`config.mk`:
```
export PLATFORM = sky130hd
export DESIGN_NAME = slice_hash_unit
export DESIGN_NICKNAME = d
export VERILOG_FILES = /design/src/rtl/slice_hash_pkg.sv /design/src/rtl/slice_addr_split.sv /design/src/rtl/slice_parity_tree.sv /design/src/rtl/slice_hash.sv /design/src/rtl/slice_out_stage.sv /design/src/rtl/slice_hash_unit.sv
export SDC_FILE = /design/constraint.sdc
export NUM_CORES = 1
export LEC_CHECK = 0
export BUFFER_PORTS_ARGS = -buffer_cell sky130_fd_sc_hd__buf_2
export CORE_AREA = 2 2 97 99
export DETAILED_ROUTE_END_ITERATION = 8
export DIE_AREA = 0 0 99 101
export HOLD_SLACK_MARGIN = 0.12
export SETUP_SLACK_MARGIN = 0.5
export SLEW_MARGIN = 20
export SYNTH_ARGS = -nofsm -noshare
export SYNTH_HDL_FRONTEND = slang
export SYNTH_SLANG_ARGS = --single-unit
```
`constraint.sdc`:
```
create_clock -name clk_i -period 0.8 [get_ports clk_i]
set_input_delay 0.08 -clock clk_i [delete_from_list [all_inputs] [get_ports clk_i]]
set_output_delay 0.08 -clock clk_i [all_outputs]
set_load 0.1 [all_outputs]
```
`src/rtl/slice_hash_pkg.sv`:
```
package slice_hash_pkg;
  localparam int ADDR_W   = 64;
  localparam int LINE_B   = 64;
  localparam int SETS     = 2048;
  localparam int SLICES   = 4;
  localparam int OFFSET_W = $clog2(LINE_B);
  localparam int SET_W    = $clog2(SETS);
  localparam int SLICE_W  = $clog2(SLICES);
  localparam int SET_LSB  = OFFSET_W;
  localparam int TAG_LSB  = OFFSET_W + SET_W;
  localparam int TAG_W    = ADDR_W - TAG_LSB;

  // one parity group per slice-number bit
  localparam logic [ADDR_W-1:0] SLICE_MASK [SLICE_W] = '{
    64'h0000_0003_5F57_5440,
    64'h0000_0006_B5FA_A880
  };

  typedef struct packed {
    logic [OFFSET_W-1:0] offset;
    logic [SET_W-1:0]    set;
    logic [TAG_W-1:0]    tag;
    logic [SLICE_W-1:0]  slice;
  } line_fields_t;
endpackage

```
`src/rtl/slice_addr_split.sv`:
```
module slice_addr_split
  import slice_hash_pkg::*;
(
  input  logic [ADDR_W-1:0]   addr_i,
  output logic [OFFSET_W-1:0] offset_o,
  output logic [SET_W-1:0]    set_o,
  output logic [TAG_W-1:0]    tag_o
);
  assign offset_o = addr_i[OFFSET_W-1:0];
  assign set_o    = addr_i[TAG_LSB-1:SET_LSB];
  assign tag_o    = addr_i[ADDR_W-1:TAG_LSB];
endmodule

```
`src/rtl/slice_parity_tree.sv`:
```
module slice_parity_tree #(
  parameter int              W    = 64,
  parameter logic [W-1:0]    MASK = '0
) (
  input  logic [W-1:0] bits_i,
  output logic         parity_o
);
  localparam int LVLS = (W > 1) ? $clog2(W) : 1;
  localparam int NP   = 1 << LVLS;

  logic [NP-1:0] leaf;
  assign leaf = NP'(bits_i & MASK);

  // balanced XOR tree, depth log2(W)
  for (genvar l = 0; l <= LVLS; l++) begin : g_lvl
    logic [(NP>>l)-1:0] node;
    if (l == 0) begin : g_leaf
      assign node = leaf;
    end else begin : g_red
      for (genvar k = 0; k < (NP >> l); k++) begin : g_x
        assign node[k] = g_lvl[l-1].node[2*k] ^ g_lvl[l-1].node[2*k+1];
      end
    end
  end

  assign parity_o = g_lvl[LVLS].node[0];
endmodule

```
`src/rtl/slice_hash.sv`:
```
module slice_hash
  import slice_hash_pkg::*;
(
  input  logic [ADDR_W-1:0]  addr_i,
  output logic [SLICE_W-1:0] slice_o
);
  for (genvar s = 0; s < SLICE_W; s++) begin : g_bit
    slice_parity_tree #(
      .W    (ADDR_W),
      .MASK (SLICE_MASK[s])
    ) u_tree (
      .bits_i   (addr_i),
      .parity_o (slice_o[s])
    );
  end
endmodule

```
`src/rtl/slice_out_stage.sv`:
```
module slice_out_stage
  import slice_hash_pkg::*;
#(
  parameter bit REG_OUT = 1'b1
) (
  input  logic         clk_i,
  input  logic         rst_ni,
  input  logic         valid_i,
  input  line_fields_t fields_i,
  output logic         valid_o,
  output line_fields_t fields_o
);
  if (REG_OUT) begin : g_reg
    always_ff @(posedge clk_i or negedge rst_ni) begin
      if (!rst_ni) begin
        valid_o  <= 1'b0;
        fields_o <= '0;
      end else begin
        valid_o <= valid_i;
        if (valid_i) fields_o <= fields_i;
      end
    end
  end else begin : g_comb
    logic unused_clk;
    assign unused_clk = clk_i ^ rst_ni;
    assign valid_o  = valid_i;
    assign fields_o = fields_i;
  end
endmodule

```
`src/rtl/slice_hash_unit.sv`:
```
module slice_hash_unit
  import slice_hash_pkg::*;
#(
  parameter bit REG_OUT = 1'b1
) (
  input  logic                clk_i,
  input  logic                rst_ni,
  input  logic                valid_i,
  input  logic [ADDR_W-1:0]   addr_i,
  output logic                valid_o,
  output logic [OFFSET_W-1:0] offset_o,
  output logic [SET_W-1:0]    set_o,
  output logic [TAG_W-1:0]    tag_o,
  output logic [SLICE_W-1:0]  slice_o
);
  line_fields_t nxt, cur;

  slice_addr_split u_split (
    .addr_i   (addr_i),
    .offset_o (nxt.offset),
    .set_o    (nxt.set),
    .tag_o    (nxt.tag)
  );

  slice_hash u_hash (
    .addr_i  (addr_i),
    .slice_o (nxt.slice)
  );

  slice_out_stage #(.REG_OUT(REG_OUT)) u_out (
    .clk_i    (clk_i),
    .rst_ni   (rst_ni),
    .valid_i  (valid_i),
    .fields_i (nxt),
    .valid_o  (valid_o),
    .fields_o (cur)
  );

  assign offset_o = cur.offset;
  assign set_o    = cur.set;
  assign tag_o    = cur.tag;
  assign slice_o  = cur.slice;
endmodule

```
Word-level counts from Yosys, hierarchy flattened
Index checks and enable logic that the tools add are counted.

Register bits after elaboration: 67. Latch bits: 0. Memory bits (writable): 0. ROM bits: 0. Input port bits: 67. Output and inout bits: 67. Logic and storage cells: 37. Memories: 0.

Add/subtract/negate cells: 0. Multipliers: 0. Divide/modulo/power cells: 0. $lt $le $gt $ge: 0. Equal/unequal tests: 0. Shift operators: 0. Muxes and demuxes: 0. Bitwise logic cells: 32. Reduce and logical (&&, ||, !) cells: 0.

Operator list (number): 1-bit XOR (32).

Depth between registers and ports, before layout
Gate-level depths: netlist (run 1).

Word-level depth: 6. Gate-level depth with buffers: 4. Depth with buffers taken out: 4.

Hierarchy
From an unflattened synthesis (run 1), not the netlist that was laid out.

Cell total of the unflattened synthesis: 234. Area, all modules: 3407.0 um^2.

Modules (own cells, without submodules): slice_out_stage (times used 1, cells an instance 140, area an instance 2636.3 um^2, sequential area each 1676.6 um^2); slice_addr_split (times used 1, cells an instance 64, area an instance 480.5 um^2, sequential area each 0.0 um^2); slice_parity_tree (times used 2, cells an instance 15, area an instance 145.1 um^2, sequential area each 0.0 um^2).

Least setup slack after synthesis (run 1)
No wires, ideal clock.

Kind: in2reg. From: input addr_i[34]. To: register u_out.fields_o[1] (netlist name). Library setup time: 0.125 ns. Data arrival time: 1.192 ns. Required time: 0.675 ns. Setup slack: -0.517 ns. Stages: 4. Path buffers: 0. Cells stage by stage: xor2_1 -> xnor3_1 -> xnor3_1 -> mux2_2.

Longest elaborated chain between the ends: 2.

RTL lines: from (decl) (line slice_hash_unit.sv:9) `input logic [ADDR_W-1:0] addr_i,`; 1-bit XOR (2 in a row) (line slice_parity_tree.sv:21) `assign node[k] = g_lvl[l-1].node[2*k] ^ g_lvl[l-1].node[2*k+1];`; to (signal assigned) (line slice_out_stage.sv:20) `if (valid_i) fields_o <= fields_i;`; to (decl) (line slice_out_stage.sv:11) `output line_fields_t fields_o`.

No other way between the ends. A chain may end at the register's enable or synchronous reset.

Worst setup path in the final report (run 1)
From: register u_out.fields_o[1] (netlist name). To: output slice_o[1].

RTL lines: to (decl) (line slice_hash_unit.sv:14) `output logic [SLICE_W-1:0] slice_o`.

No word-level cell between the ends.

==> flow_summary_export.csv, run 1 <==
group,metric,value,unit
sta,finalMaxSlewViolations,0,
routing,wl,7.054,mm
placed_design,dp.cells,471,
layout,seq_area,1928,µm²
pwr,clkPwrFrac,0.178,
layout,antenna_cells,0,
sta,setup_violations,133,
yosys,synth_area,2711,µm²
sta,period_needed,1181,ps
layout,final_layout_size_suffix_gt1_frac,0.9468,
yosys,yosysSeqAreaShare,0.6184,
routing,firstDrtPassIters,4,
routing,dr_wl_met3,623,µm
grt,grt_pass1_vias,2382,
pwr,peakVddDrop,0.9792,mV
sta,timing.final.ws_setup,-381.4,ps
grt,grt_pass1_wl,11.55,mm
routing,antenna_left,0,
grt,track_usage,0.1477,
placed_design,gp_congestion,0.7168,
grt,antenna_found_initial,0,
yosys,ys_seq_elements,67,
floorplanning,dieArea,9999,µm²
floorplanning,rows,35,
routing,drt_iter0_drc,36,
sta,hold_violations,106,
layout,fill_cells,661,
critical_path,cp_data_required_time,720,ps
pwr,comb_power_share,0.502,
sta,fin_crit_sh,1.477,
clocking,clock_latency,320,ps
routing,topRoutingLayerUsed,"met4",
floorplanning,ios,134,
layout,fin_cells,487,
grt,grt_remaining_overflow,0,
sta,rsz0062_at_grt,"yes",
run_status,status,"finished, violations left",
pwr,p_seq_frac,0.320,
critical_path,cp_data_arrival_time,1100,ps
run_status,failed_checks,"negative hold slack, negative setup slack",
clocking,htreeDepth,3,
sta,clock_skew,0,ps
hold_path,hp-class,"in2async",
grt,grt_max_degree,37,
pwr,intPower,8155,µW
floorplanning,start_util,0.3020,
floorplanning,fp.dieH,101,µm
sta,timing.hold.ws,-263.1,ps
pwr,p_per_area,2302,nW/µm²
routing,wl_met1,2.717,mm
placed_design,io_buffers,133,
routing,vias,2143,
layout,syn_to_final_growth,115.1,%
layout,final_common_cell,"buf_12",
routing,via_per_inst,4.400,
routing,wl_met2,3.586,mm
clocking,cts_tree,"built",
flow_run,max-cap-violations,0,
clocking,cts_buffers,9,
clocking,path_clk_slew,80,ps
sta,timing_worst_slew_pin_value,272.4,ps
layout,multi_input_area,1052,µm²
sta,max_freq,846.5,MHz
yosys,synth_nets,228,
layout,final_cell_mix,"72 x buf_12, 67 x buf_6, 67 x dfrtp_4",
pwr,switching_share,0.3926,
routing,avgRoutedWirePerCell,14.48,µm
yosys,avgSynthCellArea,16.84,µm²
layout,nets,439,
yosys,ys_warn_count,0,
routing,drc,0,
pwr,p_leak,0.002601,µW
pwr,p_sw,5270,µW
critical_path,end_kind,"output pin",
floorplanning,core_area,8977,µm²
yosys,synth_cell_type_count,9,
sta,slew_headroom,0.8178,
clocking,clock_path_buffers,2,
floorplanning,fp.dieW,99,µm
placed_design,dp_slack,-717.7,ps
yosys,synthCells,161,
clocking,cts.root.buffer_cell,"clkbuf_8",
placed_design,dp_hpwl,5.320,mm
clocking,clock_sinks,67,
critical_path,path_max_fanout,2,
critical_path,cp-start-kind,"flop",
critical_path,worstSetupPathType,"reg2out",
## Yosys cell counts, drive strengths merged
cell type	n	area share
buf	4	0.0074
clkbuf	3	0.0042
dfrtp	67	0.62
inv	1	0.0014
mux2	65	0.27
mux2i	1	0.0037
xnor2	11	0.036
xnor3	6	0.050
xor2	3	0.0097
## cells by family after synthesis
group                     synth area share
DFF                                 0.6184
buffers and inverters              0.01292
xor gates and xnor gates           0.09506
muxes                               0.2736
## cell type report
class | instances | share of cell area
clock buffer | 12 | 0.02489
clock inverter | 3 | 0.002575
inverter | 1 | 0.0006436
multi-input combinational | 86 | 0.1804
sequential | 67 | 0.3306
tap | 111 | 0.02381
timing repair buffer | 207 | 0.4370
## layer usage
| layer | GRT usage | up-vias |
|---|---|---|
| li1 | - | 975 |
| met1 | 0.1754 | 1068 |
| met2 | 0.2427 | 87 |
| met3 | 0.05756 | 13 |
| met4 | 0.05690 | 0 |
| met5 | 0 | - |
## stage by stage
step	utilization	setup TNS, ps	total power (µW)	area (µm²)
6_report	0.6496	-28030	13430	5832
5_1_grt	0.6496	-31630	13940	5832
4_1_cts	0.6454	-29440	13560	5794
3_5_place_dp	0.5971	-12570	10840	5360
3_3_place_gp	0.5971	-11560	10750	5360
2_1_floorplan	-	-14970	7893	2972
## repair_timing
item	CTS	global route
pin swaps	2	1
hold endpoints to repair	132	132
resized for setup	69	7
endpoints found under the setup margin	133	133
buffers inserted	0	1
## final timing paths
| check | cells after the start | end | start | slack (ps) |
|---|---|---|---|---|
| max in group asynchronous | 2 | u_out.fields_o[28]$_DFFE_PN0P_ | rst_ni | 820 |
| min | 2 | u_out.fields_o[5]$_DFFE_PN0P_ | rst_ni | -260 |
| min in group clk_i | 2 | u_out.fields_o[45]$_DFFE_PN0P_ | addr_i[60] | -20 |
| min reg2reg | 1 | u_out.fields_o[64]$_DFFE_PN0P_ | u_out.fields_o[64]$_DFFE_PN0P_ | 570 |
| max | 2 | slice_o[1] | u_out.fields_o[1]$_DFFE_PN0P_ | -380 |
| max reg2reg | 2 | u_out.fields_o[5]$_DFFE_PN0P_ | u_out.fields_o[5]$_DFFE_PN0P_ | -190 |
## power by group through the flow
stage          clock network, µW  registers [µW]  logic (µW)
2_1_floorplan                  0            7130         767
3_3_place_gp                   0            4290        6460
3_5_place_dp                   0            4310        6530
4_1_cts                     2510            4300        6750
5_1_grt                     2630            4350        6960
6_report                    2390            4300        6730
## worst max-delay path, stage by stage, from the launching register on
cell and delay, ps:
dfrtp_4 490, buf_12 130, buf_12 150
## registers in the layout, summed over array words and instances (netlist names)
signal          cells
u_out.valid_o       1
u_out.fields_o     66
Note: power is estimated with default switching activity, not from simulation.
==> run 2: changes to the inputs <==
--- a/config.mk
+++ b/config.mk
@@ -11,7 +11,7 @@
 export DIE_AREA = 0 0 99 101
 export HOLD_SLACK_MARGIN = 0.12
 export SETUP_SLACK_MARGIN = 0.5
-export SLEW_MARGIN = 20
+export SLEW_MARGIN = 10
 export SYNTH_ARGS = -nofsm -noshare
 export SYNTH_HDL_FRONTEND = slang
 export SYNTH_SLANG_ARGS = --single-unit
==> constraint.sdc (replaced) <==
create_clock -name clk_i -period 0.8 [get_ports clk_i]
set_input_delay 0.16 -clock clk_i [delete_from_list [all_inputs] [get_ports clk_i]]
set_output_delay 0.16 -clock clk_i [all_outputs]
set_load 0.1 [all_outputs]
==> flow_summary_export.csv, run 2 (synthesis results as in run 1) <==
group,metric,value,unit
grt,grt_pass1_wl,10.09,mm
clocking,clock_path_buffers,2,
clocking,cts_buffers,9,
routing,drt_iter0_drc,33,
grt,antenna_found_initial,0,
critical_path,worstSetupPathType,"in2reg",
clocking,cts_tree,"built",
grt,grt_pass1_vias,2076,
floorplanning,ios,134,
sta,slew_headroom,0.8352,
clocking,clock_latency,330,ps
sta,finalMaxSlewViolations,0,
sta,timing_worst_slew_pin_value,247.2,ps
sta,timing.hold.ws,-203.7,ps
critical_path,crit_family,"XOR/XNOR gates",
clocking,cts.root.buffer_cell,"clkbuf_8",
floorplanning,dieArea,9999,µm²
layout,largest_register,"u_out.fields_o",
grt,track_usage,0.1304,
clocking,clock_sinks,67,
sta,timing.final.ws_setup,-449.6,ps
grt,grt_remaining_overflow,0,
layout,syn_to_final_growth,88.88,%
critical_path,critPathSlowestCell,"xnor3_1",
grt,grt_max_degree,34,
run_status,status,"finished, violations left",
sta,clock_skew,0,ps
routing,antenna_left,0,
hold_path,hp-class,"in2async",
critical_path,slowest_delay,430,ps
layout,nets,377,
routing,wl,6.459,mm
critical_path,cp_data_arrival_time,1460,ps
routing,avgRoutedWirePerCell,15.16,µm
routing,vias,1860,
floorplanning,fp.dieW,99,µm
placed_design,gp_congestion,0.7128,
sta,period_needed,1250,ps
layout,reg_top3,"u_out.fields_o x66, u_out.valid_o x1",
critical_path,path_max_fanout,2,
sta,max_freq,800.2,MHz
floorplanning,core_area,8977,µm²
placed_design,dp_slack,-800.4,ps
routing,firstDrtPassIters,2,
layout,final_cell_mix,"71 x buf_12, 67 x dfrtp_4, 63 x buf_2",
clocking,path_clk_slew,70,ps
sta,hold_violations,67,
placed_design,dpl_cell_area,4875,µm²
placed_design,io_buffers,133,
sta,fin_crit_sh,1.562,
layout,seq_area,1928,µm²
critical_path,cp_data_required_time,1010,ps
pwr,p_leak,0.002222,µW
layout,multi_input_area,1049,µm²
layout,final_area,5121,µm²
routing,via_per_inst,4.366,
layout,fill_cells,700,
floorplanning,fp.dieH,101,µm
pwr,peakVddDrop,1.230,mV
layout,final_common_cell,"buf_12",
critical_path,end_kind,"flop",
layout,largest_reg_flops,66,
critical_path,path_cells,"buf_2 -> xnor2_2 -> xnor3_1 -> xnor3_1 -> mux2_2",
layout,antenna_cells,0,
critical_path,path_common_cell,"xnor3_1",
routing,drc,0,
flow_run,max-cap-violations,0,
run_status,failed_checks,"negative hold slack, negative setup slack",
sta,rsz0062_at_grt,"yes",
sta,setup_violations,133,
critical_path,worst-path-buf-inv,1,
layout,final_layout_size_suffix_gt1_frac,0.9397,
floorplanning,start_util,0.3020,
pwr,p_per_area,2448,nW/µm²
clocking,htreeDepth,3,
floorplanning,rows,35,
critical_path,cp-start-kind,"input pin",
run 2: what timing repair did:
item | CTS | global route
buffers inserted | 0 | 2
pin swaps | 0 | 3
hold endpoints to repair | 128 | 128
resized for setup | 1 | 14
setup endpoints to repair | 133 | 133
run 2: worst paths after layout:
check	from	endpoint	slack, ps	depth (start not counted)
max	addr_i[21]	u_out.fields_o[1]$_DFFE_PN0P_	-450	5
min	rst_ni	u_out.fields_o[47]$_DFFE_PN0P_	-200	2
max reg2reg	u_out.fields_o[47]$_DFFE_PN0P_	u_out.fields_o[47]$_DFFE_PN0P_	-170	2
min reg2reg	u_out.fields_o[4]$_DFFE_PN0P_	u_out.fields_o[4]$_DFFE_PN0P_	590	1
max in group asynchronous	rst_ni	u_out.fields_o[8]$_DFFE_PN0P_	720	2
min in group clk_i	addr_i[53]	u_out.fields_o[38]$_DFFE_PN0P_	50	2
run 2: cell type report:
cell class	count	share of cell area
Clock buffer	10	0.02492
Sequential cell	67	0.3765
Timing Repair Buffer	145	0.3596
Multi-Input combinational cell	86	0.2047
Inverter	1	0.0007330
Clock inverter	6	0.006352
Tap cell	111	0.02712
run 2: stage by stage:
step	total power (µW)	setup TNS, ps	hold WS, ps	std cells	utilization
after detailed placement	10250	-15340	165.1	408	0.5430
after floorplan	7899	-15130	-135.6	161	-
final	12530	-28900	-203.7	426	0.5705
after CTS	12680	-30700	-211.6	424	0.5613
after global placement	10170	-14620	160.3	408	0.5430
after global routing	13020	-32370	-186.3	426	0.5705
run 2: where the power goes:
| part | switching, µW | leakage [µW] | internal [µW] | total, µW |
|---|---|---|---|---|
| Sequential | 406 | 0.000722 | 4020 | 4420 |
| Clock | 1260 | 0.0000856 | 1100 | 2350 |
| Combinational | 3470 | 0.00141 | 2290 | 5760 |
| Total | 5130 | 0.00222 | 7400 | 12500 |
run 2: routing by layer:
layer	GRT usage	vias to the layer above	wire length, µm
li1	-	852	-
met1	0.1486	932	2597
met2	0.2266	71	3336
met3	0.04993	5	458
met4	0.04110	0	66
met5	0	-	0
==> run 3: changes to the inputs <==
--- a/config.mk
+++ b/config.mk
@@ -10,6 +10,7 @@
 export DETAILED_ROUTE_END_ITERATION = 8
 export DIE_AREA = 0 0 99 101
 export HOLD_SLACK_MARGIN = 0.12
+export PLACE_DENSITY = 0.67
 export SETUP_SLACK_MARGIN = 0.5
 export SLEW_MARGIN = 10
 export SYNTH_ARGS = -nofsm -noshare
==> flow_summary_export.csv, run 3 (synthesis results as in run 1) <==
group,metric,value,unit
routing,wl,6.454,mm
critical_path,cp_data_arrival_time,1440,ps
critical_path,cp-start-kind,"input pin",
floorplanning,core_area,8977,µm²
critical_path,path_max_fanout,2,
clocking,htreeDepth,3,
clocking,postCtsSetupBuffers,0,
layout,utilization,0.5654,
pwr,peakVddDrop,1.264,mV
critical_path,worstSetupPathType,"in2reg",
grt,grt_pass1_vias,2071,
floorplanning,ios,134,
floorplanning,fp.dieH,101,µm
sta,period_needed,1219,ps
clocking,cts_tree,"built",
critical_path,slowest_delay,440,ps
routing,drc,0,
floorplanning,dieArea,9999,µm²
layout,syn_to_final_growth,87.22,%
routing,avgRoutedWirePerCell,15.26,µm
critical_path,rrSetupSlack,-90,ps
clocking,clock_sinks,67,
pwr,power,12810,µW
critical_path,path_common_cell,"xnor3_1",
layout,largest_reg_flops,66,
layout,largest_register,"u_out.fields_o",
run_status,failed_checks,"negative hold slack, negative setup slack",
sta,slew_headroom,0.8119,
grt,grt_max_degree,46,
layout,reg_top3,"u_out.fields_o x66, u_out.valid_o x1",
routing,via_per_inst,4.444,
layout,antenna_cells,0,
critical_path,reg2regPathDepth,1,
sta,rsz0062_at_grt,"yes",
routing,firstDrtPassIters,3,
sta,clock_skew,0,ps
grt,track_usage,0.1352,
clocking,cts.root.buffer_cell,"clkbuf_8",
clocking,cts_buffers,9,
layout,nets,374,
grt,antenna_found_initial,0,
clocking,path_clk_slew,80,ps
critical_path,path_cells,"buf_2 -> xor2_1 -> xnor3_1 -> xnor3_1 -> mux2_2",
layout,final_common_cell,"buf_12",
critical_path,worstReg2RegStart,"u_out.fields_o[61]$_DFFE_PN0P_",
grt,grt_remaining_overflow,0,
sta,setup_violations,133,
sta,hold_violations,67,
placed_design,dp.cells,407,
sta,timing.final.ws_setup,-418.9,ps
critical_path,critPathSlowestCell,"xnor3_1",
sta,timing.hold.ws,-184.7,ps
clocking,clock_latency,330,ps
sta,finalMaxSlewViolations,0,
placed_design,dp_hpwl,4.980,mm
critical_path,end_kind,"flop",
pwr,p_per_area,2525,nW/µm²
floorplanning,fp.dieW,99,µm
placed_design,gp_congestion,0.7122,
sta,max_freq,820.4,MHz
clocking,clock_path_buffers,2,
grt,grt_pass1_wl,10.45,mm
flow_run,max-cap-violations,0,
routing,vias,1880,
layout,fin_cells,423,
run_status,status,"finished, violations left",
sta,fin_crit_sh,1.524,
pwr,p_leak,0.002193,µW
critical_path,cp_data_required_time,1020,ps
floorplanning,rows,35,
routing,drt_iter0_drc,28,
floorplanning,start_util,0.3020,
placed_design,dp_slack,-773.0,ps
routing,antenna_left,0,
placed_design,io_buffers,133,
critical_path,r2r-end,"u_out.fields_o[61]$_DFFE_PN0P_",
sta,timing_worst_slew_pin_value,282.1,ps
layout,final_cell_mix,"70 x buf_12, 67 x dfrtp_4, 65 x buf_2",
layout,final_layout_size_suffix_gt1_frac,0.9359,
hold_path,hp-class,"in2async",
-- run 3: cell types whose count changed in the layout (fill, tap and decap cells not counted), sizes merged --
cell | previous run | this run
buf | 145 | 142
clkinvlp | 1 | 0
bufinv | 0 | 1
clkinv | 5 | 4
clkbuf | 10 | 11
-- run 3: stage by stage --
step           area [µm²]  hold WS (ps)  setup TNS, ps
4_1_cts              5057        -190.1         -30300
5_1_grt              5076        -176.7         -32030
2_1_floorplan        2982        -135.6         -15130
3_3_place_gp         4855         175.6         -14130
6_report             5076        -184.7         -28520
3_5_place_dp         4855         186.5         -15250
-- run 3: area by class of cell --
class / instances / area [µm²]
clock buffers: 11 / 131.4
clock inverters: 5 / 53.80
fillers: 742 / 3901
inverters: 1 / 3.754
multi-input cells: 86 / 1037
flip-flops and latches: 67 / 1928
well taps: 111 / 138.9
repair buffers: 142 / 1783
-- run 3: repair_timing --
item | in CTS | in global routing
pin swaps | 0 | 2
setup endpoints to repair | 133 | 133
endpoints found under the hold margin | 129 | 129
resized for setup | 3 | 3
-- run 3: critical path, delay by kind of cell --
family,cells,cell delay (ps)
XOR/XNOR,3,910
buffers and inverters,1,110
multiplexers,1,260
-- run 3: worst max path at each step --
stage,slack [ps],to,from
floorplan,-600,u_out.fields_o[1]$_DFFE_PN0P_,addr_i[34]
global route,-450,u_out.fields_o[1]$_DFFE_PN0P_,addr_i[31]
global placement,-750,u_out.fields_o[1]$_DFFE_PN0P_,addr_i[31]
CTS,-410,u_out.fields_o[1]$_DFFE_PN0P_,addr_i[31]
detailed placement,-770,u_out.fields_o[1]$_DFFE_PN0P_,addr_i[31]
finish,-420,u_out.fields_o[1]$_DFFE_PN0P_,addr_i[31]
-- run 3: where the power goes --
part           switching (µW)  internal [µW]  leakage (µW)
Sequential                403           4020      0.000722
Combinational            3470           2250       0.00137
Clock                    1250           1430     0.0000971
-- run 3: routing by layer --
metal  routed length, µm  vias to the layer above  part of all wire  track usage
met3                 557                       10             0.086      0.05270
met1                2550                      931              0.40       0.1577
li1                    -                      852                 -            -
met4                  85                        0             0.013      0.05374
met2                3261                       87              0.51       0.2245
met5                   0                        -                 0            0
